### src/rtl/cke_pkg.sv
package cke_pkg;

  typedef enum logic [1:0] {
    MODE_IDLE = 2'b00,
    MODE_ACT  = 2'b01,
    MODE_PD   = 2'b10,
    MODE_SUSP = 2'b11
  } cke_mode_e;

  typedef enum logic [1:0] {
    ST_RUN,
    ST_ENTER,
    ST_LOW,
    ST_WAKE
  } cke_st_e;

  localparam logic [2:0] OP_NOP   = 3'b000;
  localparam logic [2:0] OP_READ  = 3'b001;
  localparam logic [2:0] OP_WRITE = 3'b010;

endpackage

### src/rtl/cke_bank_track.sv
module cke_bank_track #(
  parameter int RD_TAIL = 1,
  parameter int WR_TAIL = 2
) (
  input  logic clk,
  input  logic rst_n,
  input  logic cmd_hit,
  input  logic rd_dv,
  input  logic wr_dv,
  output logic busy
);

  localparam int MAX_TAIL = (WR_TAIL > RD_TAIL) ? WR_TAIL : RD_TAIL;
  localparam int CNT_W    = (MAX_TAIL > 1) ? $clog2(MAX_TAIL) : 1;
  localparam logic [CNT_W-1:0] RD_LOAD = CNT_W'(RD_TAIL - 1);
  localparam logic [CNT_W-1:0] WR_LOAD = CNT_W'(WR_TAIL - 1);

  logic             await_q;
  logic [CNT_W-1:0] tail_q;
  logic [CNT_W-1:0] tail_dec;
  logic [CNT_W-1:0] load_rd;
  logic [CNT_W-1:0] load_wr;
  logic [CNT_W-1:0] tail_nxt;

  always_comb begin
    tail_dec = (tail_q != '0) ? tail_q - 1'b1 : '0;
    load_rd  = rd_dv ? RD_LOAD : '0;
    load_wr  = wr_dv ? WR_LOAD : '0;
    tail_nxt = tail_dec;
    if (load_rd > tail_nxt) tail_nxt = load_rd;
    if (load_wr > tail_nxt) tail_nxt = load_wr;
  end

  always_ff @(posedge clk) begin
    if (!rst_n) begin
      await_q <= 1'b0;
      tail_q  <= '0;
    end else begin
      tail_q <= tail_nxt;
      if (cmd_hit)             await_q <= 1'b1;
      else if (rd_dv || wr_dv) await_q <= 1'b0;
    end
  end

  assign busy = cmd_hit | await_q | rd_dv | wr_dv | (tail_q != '0);


  wr_tail_busy_chk: assert property (@(posedge clk) disable iff (!rst_n)
    wr_dv |=> busy);


  cmd_await_busy_chk: assert property (@(posedge clk) disable iff (!rst_n)
    cmd_hit |=> busy);

endmodule

### src/rtl/cke_entry_gate.sv
module cke_entry_gate (
  input  logic clk,
  input  logic rst_n,
  input  logic lp_req,
  input  logic lp_rel,
  input  logic in_run,
  input  logic in_low,
  input  logic wr_any,
  output logic grant
);

  logic pend_q;

  assign grant = in_run & ~lp_rel & ~wr_any & (pend_q | lp_req);

  always_ff @(posedge clk) begin
    if (!rst_n)                 pend_q <= 1'b0;
    else if (grant || lp_rel)   pend_q <= 1'b0;
    else if (lp_req && !in_low) pend_q <= 1'b1;
  end


  no_grant_wdata_chk: assert property (@(posedge clk) disable iff (!rst_n)
    wr_any |-> !grant);

endmodule

### src/rtl/cke_mode_fsm.sv
module cke_mode_fsm
  import cke_pkg::*;
(
  input  logic       clk,
  input  logic       rst_n,
  input  logic       grant,
  input  logic       lp_rel,
  input  logic       busy_any,
  input  logic       exit_setup_ok,
  output logic       in_run,
  output logic       in_low,
  output logic       cke,
  output logic [1:0] mode,
  output logic       cmd_allow
);

  cke_st_e   st_q;
  cke_mode_e mode_q;
  logic      cke_q;

  always_ff @(posedge clk) begin
    if (!rst_n) begin
      st_q   <= ST_RUN;
      mode_q <= MODE_IDLE;
      cke_q  <= 1'b1;
    end else begin
      unique case (st_q)
        ST_RUN: begin
          mode_q <= busy_any ? MODE_ACT : MODE_IDLE;
          if (grant) begin
            st_q  <= ST_ENTER;
            cke_q <= 1'b0;
          end
        end
        ST_ENTER: begin
          mode_q <= busy_any ? MODE_SUSP : MODE_PD;
          st_q   <= ST_LOW;
        end
        ST_LOW: begin
          if (lp_rel) begin
            st_q  <= ST_WAKE;
            cke_q <= 1'b1;
          end
        end
        default: begin
          mode_q <= busy_any ? MODE_ACT : MODE_IDLE;
          st_q   <= ST_RUN;
        end
      endcase
    end
  end

  assign in_run    = (st_q == ST_RUN);
  assign in_low    = (st_q == ST_LOW);
  assign cke       = cke_q;
  assign mode      = mode_q;
  assign cmd_allow = (st_q == ST_RUN) || (st_q == ST_ENTER) ||
                     ((st_q == ST_WAKE) && (exit_setup_ok || mode_q == MODE_SUSP));


  hold_low_block_chk: assert property (@(posedge clk) disable iff (!rst_n)
    (!cke && $past(!cke)) |-> !cmd_allow);


  pd_exit_nop_chk: assert property (@(posedge clk) disable iff (!rst_n)
    ($rose(cke) && mode == MODE_PD && !exit_setup_ok) |-> !cmd_allow);


  wake_mode_back_chk: assert property (@(posedge clk) disable iff (!rst_n)
    $rose(cke) |=> (mode == MODE_IDLE || mode == MODE_ACT));


  enter_keeps_allow_chk: assert property (@(posedge clk) disable iff (!rst_n)
    $fell(cke) |-> cmd_allow);

endmodule

### src/rtl/cke_mode_ctrl.sv
module cke_mode_ctrl
  import cke_pkg::*;
#(
  parameter int NBANK   = 2,
  parameter int RD_TAIL = 1,
  parameter int WR_TAIL = 2,
  localparam int BANK_W = (NBANK > 1) ? $clog2(NBANK) : 1
) (
  input  logic              clk,
  input  logic              rst_n,
  input  logic [2:0]        cmd_op,
  input  logic [BANK_W-1:0] cmd_bank,
  input  logic [NBANK-1:0]  rd_dv,
  input  logic [NBANK-1:0]  wr_dv,
  input  logic              lp_req,
  input  logic              lp_rel,
  input  logic              exit_setup_ok,
  output logic              cke,
  output logic [1:0]        mode,
  output logic              cmd_allow
);

  logic [NBANK-1:0] busy_vec;
  logic             is_access;
  logic             busy_any;
  logic             wr_any;
  logic             grant;
  logic             in_run;
  logic             in_low;

  assign is_access = (cmd_op == OP_READ) || (cmd_op == OP_WRITE);

  for (genvar b = 0; b < NBANK; b++) begin : g_bank
    cke_bank_track #(
      .RD_TAIL(RD_TAIL),
      .WR_TAIL(WR_TAIL)
    ) u_track (
      .clk    (clk),
      .rst_n  (rst_n),
      .cmd_hit(is_access && (cmd_bank == BANK_W'(b))),
      .rd_dv  (rd_dv[b]),
      .wr_dv  (wr_dv[b]),
      .busy   (busy_vec[b])
    );
  end

  assign busy_any = |busy_vec;
  assign wr_any   = |wr_dv;

  cke_entry_gate u_gate (
    .clk   (clk),
    .rst_n (rst_n),
    .lp_req(lp_req),
    .lp_rel(lp_rel),
    .in_run(in_run),
    .in_low(in_low),
    .wr_any(wr_any),
    .grant (grant)
  );

  cke_mode_fsm u_fsm (
    .clk          (clk),
    .rst_n        (rst_n),
    .grant        (grant),
    .lp_rel       (lp_rel),
    .busy_any     (busy_any),
    .exit_setup_ok(exit_setup_ok),
    .in_run       (in_run),
    .in_low       (in_low),
    .cke          (cke),
    .mode         (mode),
    .cmd_allow    (cmd_allow)
  );


  fall_no_wdata_chk: assert property (@(posedge clk) disable iff (!rst_n)
    $fell(cke) |-> !$past(wr_any));


  susp_from_busy_chk: assert property (@(posedge clk) disable iff (!rst_n)
    ($past(!cke) && $past(cke, 2) && mode == 2'b11) |-> $past(busy_any));

endmodule

### config.mk
export PLATFORM = sky130hd
export DESIGN_NAME = cke_mode_ctrl
export DESIGN_NICKNAME = d
export VERILOG_FILES = /design/src/rtl/cke_pkg.sv /design/src/rtl/cke_bank_track.sv /design/src/rtl/cke_entry_gate.sv /design/src/rtl/cke_mode_fsm.sv /design/src/rtl/cke_mode_ctrl.sv
export SDC_FILE = /design/constraint.sdc
export NUM_CORES = 1
export LEC_CHECK = 0
export CAP_MARGIN = 30
export CORE_AREA = 3 3 40 42
export DETAILED_ROUTE_END_ITERATION = 7
export DIE_AREA = 0 0 43 45
export PLACE_DENSITY = 0.78
export SETUP_SLACK_MARGIN = 0.05
export SLEW_MARGIN = 40
export SYNTH_ARGS = -nofsm -noshare
export SYNTH_HDL_FRONTEND = slang
export SYNTH_SLANG_ARGS = --single-unit
### constraint.sdc
create_clock -name clk -period 2.35 [get_ports clk]
set_input_delay 0.235 -clock clk [delete_from_list [all_inputs] [get_ports clk]]
set_output_delay 0.235 -clock clk [all_outputs]
set_load 0.005 [all_outputs]
## Yosys cells after proc, flatten, opt, wreduce, memory -nomap -nowiden

Cells that the tools add are included.

| storage, ports and cells | value |
|---|---|
| register bits | 10 |
| logic and storage cells | 80 |
| bits of input ports | 13 |
| output and inout bits | 4 |

| cells by class | value |
|---|---|
| equality and inequality tests | 8 |
| bitwise operators | 16 |
| mux-type cells | 21 |
| magnitude comparators | 4 |
| reductions and logical operators | 21 |
| $add $sub $neg | 2 |

Operator list:

| operator | count |
|---|---|
| two-way mux 1 bit | 16 |
| bitwise OR 1 bit | 9 |
| logical OR 1 bit | 7 |
| == test 2 bit (second input constant) | 3 |
| one-hot mux 2 bit (3 select lines) | 1 |
| nonzero test 2 bit | 3 |
| OR reduction 2 bit | 3 |
| logical AND 1 bit | 4 |
| two-way mux 2 bit | 2 |
| inequality test 2 bit (second input constant) | 2 |
| NOT 1 bit | 4 |
| one-hot mux 2 bit (2 select lines) | 1 |
| AND 1 bit | 3 |
| == test 3 x 1 -> 1 bit (second input constant) | 1 |
| == test 3 x 2 -> 1 bit (second input constant) | 1 |
| AND reduction 3 bit | 1 |
| == test 2 x 1 -> 1 bit (second input constant) | 1 |
| greater-than comparator 1 bit | 2 |
| greater-than comparator 1 bit (first input constant) | 2 |
| zero test 2 bit | 1 |
| one-hot mux 1 bit (2 select lines) | 1 |
| AND reduction 2 bit | 1 |
| subtractor 1 bit (second input constant) | 2 |
| zero test 1 bit | 1 |

## Longest topological paths before layout

Gate-level depths: netlist of run 1.

| depth | value |
|---|---|
| word-level depth | 10 |
| gate-level depth with buffers | 5 |
| mapped depth without buffers | 5 |

## Hierarchy

Synthesis of run 1 repeated with hierarchy kept, for this count alone.

| unflattened totals | value |
|---|---|
| cell total of the unflattened synthesis | 58 |
| area, all modules | 553.0 um2 |

By module, submodules not included:

| module | area each (um2) | times used | cells each | sequential area each (um2) |
|---|---|---|---|---|
| cke_mode_fsm | 290.3 | 1 | 28 | 100.1 |
| cke_bank_track | 80.1 | 2 | 9 | 40.0 |
| cke_entry_gate | 63.8 | 1 | 7 | 20.0 |
| cke_mode_ctrl | 38.8 | 1 | 5 | 0.0 |

## Worst setup path before layout of run 1

OpenSTA, ideal clock, no wires.

| path | value |
|---|---|
| path type | reg-to-reg |
| start point | reg u_fsm.st_q[0] |
| end point | reg u_fsm.mode_q[0] (netlist: u_fsm.mode[0]) |
| required time | 2.231 ns |
| path slack | 0.976 ns |
| stages on the path, launching flop included | 6 |
| period minus slack after synthesis | 1.374 ns |
| path buffers | 0 |
| arrival | 1.256 ns |
| setup time | 0.119 ns |
| cell sequence | dfxtp_1 inv_1 ha_1 nor4_1 nand3_1 o221a_2 |

| on the way | value |
|---|---|
| word-level cells in the longest chain between the ends | 2 |
| elaborated cells on any way between the ends | 3 |
| those cells by class | 2 x eq/ne; 1 x mux |

RTL lines:

| element | line | source |
|---|---|---|
| start, declared | cke_mode_fsm.sv:17 | `cke_st_e st_q;` |
| start signal, assigned | cke_mode_fsm.sv:23 | `st_q <= ST_RUN;` |
| start signal, assigned | cke_mode_fsm.sv:31 | `st_q <= ST_ENTER;` |
| start signal, assigned | cke_mode_fsm.sv:37 | `st_q <= ST_LOW;` |
| == test 2 bit (*) | - |  |
| via in_low | cke_mode_ctrl.sv:29 | `logic in_low;` |
| one-hot mux 2 bit (2 select lines) | cke_mode_fsm.sv:27 | `unique case (st_q)` |
| end signal, assigned | cke_mode_fsm.sv:29 | `mode_q <= busy_any ? MODE_ACT : MODE_IDLE;` |
| end signal, assigned | cke_mode_fsm.sv:36 | `mode_q <= busy_any ? MODE_SUSP : MODE_PD;` |
| end signal, assigned | cke_mode_fsm.sv:46 | `mode_q <= busy_any ? MODE_ACT : MODE_IDLE;` |
| end, declared | cke_mode_fsm.sv:18 | `cke_mode_e mode_q;` |

Mark *: on every way through the listed nets, which the timed path passes. The rest lies on a longest branch.
A chain may end at the register's enable or synchronous reset.

## Final worst setup path of run 1

| path | value |
|---|---|
| start point | reg u_fsm.st_q[0] |
| end point | out cmd_allow |

| on the way | value |
|---|---|
| word-level cells in the longest chain between the ends | 3 |
| elaborated cells on any way between the ends | 6 |
| those cells by class | 2 x eq/ne; 4 x reduce/logical |

RTL lines:

| element | line | source |
|---|---|---|
| == test 2 x 1 -> 1 bit (tied with other cells) | cke_mode_fsm.sv:57 | `assign cmd_allow = (st_q == ST_RUN) \|\| (st_q == ST_ENTER) \|\|` |
| logical OR 1 bit or logical AND 1 bit (tied branches) | cke_mode_fsm.sv:57, cke_mode_fsm.sv:58 |  |
| logical OR 1 bit (*) | cke_mode_fsm.sv:57 |  |
| end, declared | cke_mode_ctrl.sv:20 | `output logic cmd_allow` |

Mark *: on every way between the ends. The rest lies on a longest branch, timed or not.

==> impl_metrics.csv, run 1 <==
group,metric,value,unit
outcome,status,"finished clean",
logic_synthesis,asyncSetResetFlopFracSynth,0,%
cts,cts-htree-levels,1,
worst_setup_path,cpLargestDelayFamily,"buffers and inverters",
power_and_ir_drop,seq_power_share,46.0,%
logic_synthesis,syn_avg_cell_area,9.250,um^2
worst_setup_path,critical_path.cell_chain,"inv_1, ha_1, nor2_1, o21ai_0, clkdlybuf4s50_1",
floorplanning,floorplan.core_area,0.001285,mm^2
worst_setup_path,regToRegEndpoint,"u_fsm.mode[0]",
cts,tritoncts,"yes",
worst_setup_path,crit_buf_inv,2,
finish,post_route_cells_drive_above_1_share,9.459,%
cts,numCtsBuffers,3,
global_routing,grt_max_degree,13,
worst_setup_path,worst-r2r-setup-slack,0.85,ns
sta,maxSlewHeadroom,73.89,%
floorplanning,die_w,43,um
power_and_ir_drop,leakagePower,0.2702,nW
finish,leading_cell_type_in_the_layout_fill_and_taps_excluded,"clkdlybuf4s50_1",
sta,timing_hold_violations_final,0,
finish,filler_cells,126,
power_and_ir_drop,cellPowerDensity,582.9,mW/mm^2
place,gp_congestion,0.6351,
worst_setup_path,ff2ff_path_depth,5,
worst_setup_path,critical_path_peak_fanout,6,
cts,cts_repair_resize_count,0,
sta,maxClockFrequency,538.8,MHz
logic_synthesis,netlist_area,518.0,um^2
power_and_ir_drop,power.net_switching,110.6,uW
routing,vias_per_cell,5.011,
floorplanning,design.die.area,0.001935,mm^2
floorplanning,floorplan.io_pins,17,
worst_setup_path,timing_worst_setup_path_type,"flip-flop to output pin",
hold_path,worstHoldPathType,"flip-flop to flip-flop",
hold_path,timing.hold.worst_path_depth,2,
floorplanning,die_height,45,um
sta,setup_viol_count_final,0,
power_and_ir_drop,clkPwrFrac,27.3,%
logic_synthesis,synth_area_leaders,"dfxtp_1, ha_1, mux2i_1",
place,preCtsSetupSlack,0.7172,ns
worst_setup_path,setup.worst_path.start,"u_fsm.st_q[0]",
flow_run,drv.max_cap_violation_count,0,
worst_setup_path,critPathSlowestCell,"clkdlybuf4s50_1",
power_and_ir_drop,share_of_total_power_in_combinational_logic,26.7,%
sta,timing.final.ws_setup,0.4939,ns
worst_setup_path,worstPathArrival,1.62,ns
place,io_buffers,16,
finish,layout.nets,93,
routing,vias,446,
worst_setup_path,end_kind,"output pin",
sta,finalClockSkew,0.002667,ns
worst_setup_path,critPathLaunchType,"flip-flop",
routing,drt_iter0_markers,8,
power_and_ir_drop,power.switching_fraction,26.50,%
sta,post-route-min-period,1.856,ns
hold_path,holdCritStartpoint,"u_fsm.st_q[1]",
logic_synthesis,number_of_flops_mapped_to_enable_cells_by_yosys,0,
cts,cts_buffer_depth,2,
routing,drt_first_pass_iters,2,
sta,max_slew.worst_pin.slew,0.3904,ns
global_routing,globalRouteOverflowTotal,0,
sta,final_max_slew_viol_count,0,
logic_synthesis,synth.largest_area_cell,"dfxtp_1",
sta,timing.final.crit_share,78.98,%
logic_synthesis,synth-seq-area-share,38.65,%
floorplanning,initial_standard_cell_utilization_of_the_core,40.31,%
global_routing,first_pass_grt_wire_length,1628,um
cts,cts.root.buffer_cell,"clkbuf_4",
cts,clkSlewWorstSetupHoldPaths,0.06,ns
place,dpl.hpwl,780.3,um
cts,cts.sink_count,10,
global_routing,grt_pass1_vias,426,
routing,routedWlPerCell,11.10,um
logic_synthesis,synthesis.yosys.warnings,0,
logic_synthesis,synth-main-ff-cell,"dfxtp_1",
cts,cts_hold_buffers,0,
power_and_ir_drop,internal_power,306.6,uW
routing,post-route-drc-count,0,
floorplanning,num_rows,13,
sta,grt_setup_unrepaired,"false",
finish,final_cell_mix,"clkdlybuf4s50_1, dfxtp_1, inv_1",
logic_synthesis,yosys.cell_types.count,26,
logic_synthesis,synth.net_count,73,
hold_path,min_delay_worst_endpoint,"u_fsm.st_q[1]",
worst_setup_path,timing.critical_path.required,2.12,ns
finish,antenna_cells_inserted,0,
cts,insertion_delay,0.26,ns
power_and_ir_drop,irDropWorstVdd,0.0003308,V
logic_synthesis,netlist_instances,56,
worst_setup_path,worst_r2r_startpoint,"u_fsm.st_q[0]",
routing,ant_nets,0,
global_routing,antenna_found_initial,0,
logic_synthesis,ys_ff_latch,10,
global_routing,groute.usage.overall,11.54,%
finish,area_growth,38.16,%
routing,drt_wl_total,988,um
worst_setup_path,critPathMaxStageDelay,0.45,ns
logic_synthesis,synth_top_area_share,38.65,%
cts,cts_setup_buffers,0,
sta,finalSetupTns,0,ns
## tightest hold or removal path, cell delays in order (launching register included)
cell and delay (ns):
dfxtp_1 0.33, nand2_1 0.06, mux2i_1 0.05
## registers in the layout (all words and copies together), names as in the netlist
| signal | cells |
|---|---|
| g_bank.u_track.tail_q | 2 |
| u_fsm.cke | 1 |
| u_fsm.st_q | 2 |
| g_bank.u_track.await_q | 2 |
| u_fsm.mode | 2 |
| u_gate.pend_q | 1 |
## per-layer routing
metal  global-route usage (%)  wire length (um)  share of wire [%]  vias to the layer above
met5                        0                 0                  0                        -
li1                         -                 -                  -                      234
met1                    12.93               445                 45                      191
met3                    7.171               115                 12                        2
met2                    19.16               421                 43                       19
met4                    1.807                 6               0.61                        0
## cells in the mapped netlist (2+ instances only)
library cell and instances:
ha_1 4, nor3_1 2, nor2_1 4, mux2i_1 3
a21oi_1 2, nand2_1 4, dfxtp_1 10, nor3b_1 3
inv_1 6, o21a_1 2
## area by class of cell
class                   instances  area (um^2)  area share (%)
well taps                      15        18.77           2.622
repair buffers                 16        160.2           22.38
flip-flops and latches         10        200.2           27.97
inverters                       6        22.52           3.147
multi-input cells              39        291.5           40.73
clock buffers                   3        22.52           3.147
## metrics by stage
step / hold WS (ns) / power [mW] / util (%) / std cells / instance area, um^2
finish: 0.4964 / 0.4172 / 55.70 / 89 / 715.7
global route: 0.5418 / 0.4473 / 55.70 / 89 / 715.7
CTS: 0.5020 / 0.4246 / 55.70 / 89 / 715.7
detailed placement: 0.4937 / 0.3086 / 53.94 / 86 / 693.2
global placement: 0.4821 / 0.3048 / 53.94 / 86 / 693.2
floorplan: 0.3117 / 0.2564 / - / 56 / 518.0
## cells by family after synthesis
logic type / after synthesis / synth area share, %
simple gates: 21 / 23.43
compound gates: 10 / 15.70
flops: 10 / 38.65
buf+inv: 7 / 5.071
fa+ha+maj: 4 / 9.662
mux: 3 / 5.797
xor+xnor: 1 / 1.691
## how the worst max path moves through the flow
stage / to / cells past startpoint
3_5_place_dp: cmd_allow / 4
6_report: cmd_allow / 5
3_3_place_gp: cmd_allow / 4
5_1_grt: cmd_allow / 5
4_1_cts: cmd_allow / 5
2_1_floorplan: u_fsm.mode[0] / 5
## power groups by stage
stage | logic [mW] | registers [mW] | clock network [mW]
after global placement | 0.109 | 0.196 | 0
after detailed placement | 0.113 | 0.196 | 0
after floorplan | 0.0618 | 0.195 | 0
after CTS | 0.113 | 0.192 | 0.119
final | 0.111 | 0.192 | 0.114
after global routing | 0.126 | 0.194 | 0.128
No activity file was read; power rests on OpenSTA's default activity.
==> inputs of run 2 (changes only) <==
Clock period 2.35 ns to 1.9 ns, I/O delays scaled along.
==> run 2 against run 1 <==
Compared with the run above: sequential share of layout area down 0.62 points; register-to-register slack worse by 0.48 ns; first-iteration DRC count is 25% lower; critical path depth unchanged; critical path type unchanged; largest cell class unchanged; largest power group unchanged; highest routed layer is now met3.
==> impl_metrics.csv, run 2 (same netlist as run 1, synthesis figures left out) <==
group,metric,value,unit
finish,final_cell_mix,"clkdlybuf4s50_1, dfxtp_1, inv_1",
floorplanning,floorplan.io_pins,17,
global_routing,grt_pass1_vias,411,
place,io_buffers,16,
floorplanning,num_rows,13,
floorplanning,design.die.area,0.001935,mm^2
sta,final_max_slew_viol_count,0,
power_and_ir_drop,irDropWorstVdd,0.0003827,V
place,preCtsSetupSlack,0.3226,ns
hold_path,worstHoldPathType,"flip-flop to flip-flop",
sta,grt_setup_unrepaired,"false",
worst_setup_path,end_kind,"output pin",
power_and_ir_drop,power.total,567.0,uW
global_routing,globalRouteOverflowTotal,0,
worst_setup_path,critPathLaunchType,"flip-flop",
sta,setup_viol_count_final,0,
sta,maxClockFrequency,570.6,MHz
floorplanning,floorplan.core_area,0.001285,mm^2
cts,insertion_delay,0.26,ns
sta,finalClockSkew,0.002746,ns
cts,tritoncts,"yes",
cts,cts_buffer_depth,2,
sta,timing.final.ws_setup,0.1475,ns
sta,timing.final.crit_share,92.24,%
cts,cts_setup_buffers,0,
finish,antenna_cells_inserted,0,
routing,ant_nets,0,
cts,cts.root.buffer_cell,"clkbuf_4",
routing,vias,454,
place,gp_congestion,0.6600,
sta,hold-worst-slack,0.5115,ns
finish,area_growth,41.30,%
flow_run,drv.max_cap_violation_count,0,
place,dpl.hpwl,836.9,um
global_routing,groute.usage.overall,11.53,%
routing,post-route-drc-count,0,
global_routing,grt_max_degree,13,
sta,maxSlewHeadroom,72.77,%
power_and_ir_drop,leakagePower,0.2764,nW
finish,layout.nets,93,
sta,max_slew.worst_pin.slew,0.4072,ns
routing,drt_wl_total,1047,um
cts,clkSlewWorstSetupHoldPaths,0.06,ns
cts,cts-htree-levels,1,
worst_setup_path,timing.critical_path.required,1.71,ns
outcome,status,"finished clean",
routing,drt_iter0_markers,6,
finish,filler_cells,134,
floorplanning,initial_standard_cell_utilization_of_the_core,40.31,%
power_and_ir_drop,cellPowerDensity,774.6,mW/mm^2
sta,timing_hold_violations_final,0,
cts,numCtsBuffers,3,
routing,drt_first_pass_iters,4,
cts,cts.sink_count,10,
global_routing,antenna_found_initial,0,
routing,routedWlPerCell,11.63,um
worst_setup_path,worstPathArrival,1.56,ns
routing,vias_per_cell,5.044,
floorplanning,die_height,45,um
finish,leading_cell_type_in_the_layout_fill_and_taps_excluded,"clkdlybuf4s50_1",
worst_setup_path,timing_worst_setup_path_type,"flip-flop to output pin",
sta,post-route-min-period,1.753,ns
sta,finalSetupTns,0,ns
worst_setup_path,critical_path_peak_fanout,6,
floorplanning,die_w,43,um
global_routing,first_pass_grt_wire_length,1662,um
finish,post_route_cells_drive_above_1_share,12.00,%
## run 2: cell types whose count changed in the layout (fill, tap and decap cells not counted)
cell	previous run	this run
ha_1	4	3
clkbuf_8	0	1
ha_2	0	1
## run 2: metrics by stage
step | util (%) | instance area, um^2 | cells
4_1_cts | 56.77 | 729.5 | 90
3_5_place_dp | 53.94 | 693.2 | 86
2_1_floorplan | - | 518.0 | 56
5_1_grt | 56.96 | 732.0 | 90
6_report | 56.96 | 732.0 | 90
3_3_place_gp | 53.94 | 693.2 | 86
## run 2: power by group
| group | total, mW | switching (mW) | internal, mW |
|---|---|---|---|
| sequential | 0.238 | 0.0118 | 0.226 |
| clock | 0.187 | 0.0710 | 0.116 |
| combinational | 0.142 | 0.0602 | 0.0819 |
| total | 0.567 | 0.143 | 0.424 |
## run 2: path summary, 6_finish.rpt
kind / depth (start not counted) / startpoint / endpoint / slack, ns
setup / recovery: 5 / u_fsm.st_q[0] / cmd_allow / 0.15
setup reg to reg: 5 / u_fsm.st_q[0] / u_fsm.mode[0] / 0.37
hold reg to reg: 2 / u_fsm.st_q[0] / u_fsm.st_q[0] / 0.51
hold / removal: 2 / u_fsm.st_q[0] / u_fsm.st_q[0] / 0.51
## run 2: what timing repair did
action	4_1_cts	5_1_grt
hold buffers	0	0
resized for setup	0	1
endpoints found under the setup margin	0	1
## run 2: metal layers
metal	global-route usage [%]	share of wire [%]	up-vias
li1	-	-	235
met1	14.11	50	199
met2	19.46	41	20
met3	3.586	9.0	0
met4	3.614	0	0
met5	0	0	-
## run 2: worst max-delay path: stages (launching register included)
cell and delay (ns):
dfxtp_1 0.34, inv_1 0.09, ha_2 0.24, nor2_1 0.05
o21ai_0 0.06, clkdlybuf4s50_1 0.52
## run 2: final cells by class
class | count | area, um^2 | area share (%)
Inverter | 6 | 22.52 | 3.077
Sequential cell | 10 | 200.2 | 27.35
Clock buffer | 4 | 36.28 | 4.957
Multi-Input combinational cell | 39 | 294.0 | 40.17
Timing Repair Buffer | 16 | 160.2 | 21.88
Tap cell | 15 | 18.77 | 2.564
==> inputs of run 3 (changes only) <==
Settings changed: SLEW_MARGIN 40 to default.
==> results of run 3 <==
Final layout, timing and power as in run 2 (identical DEF).
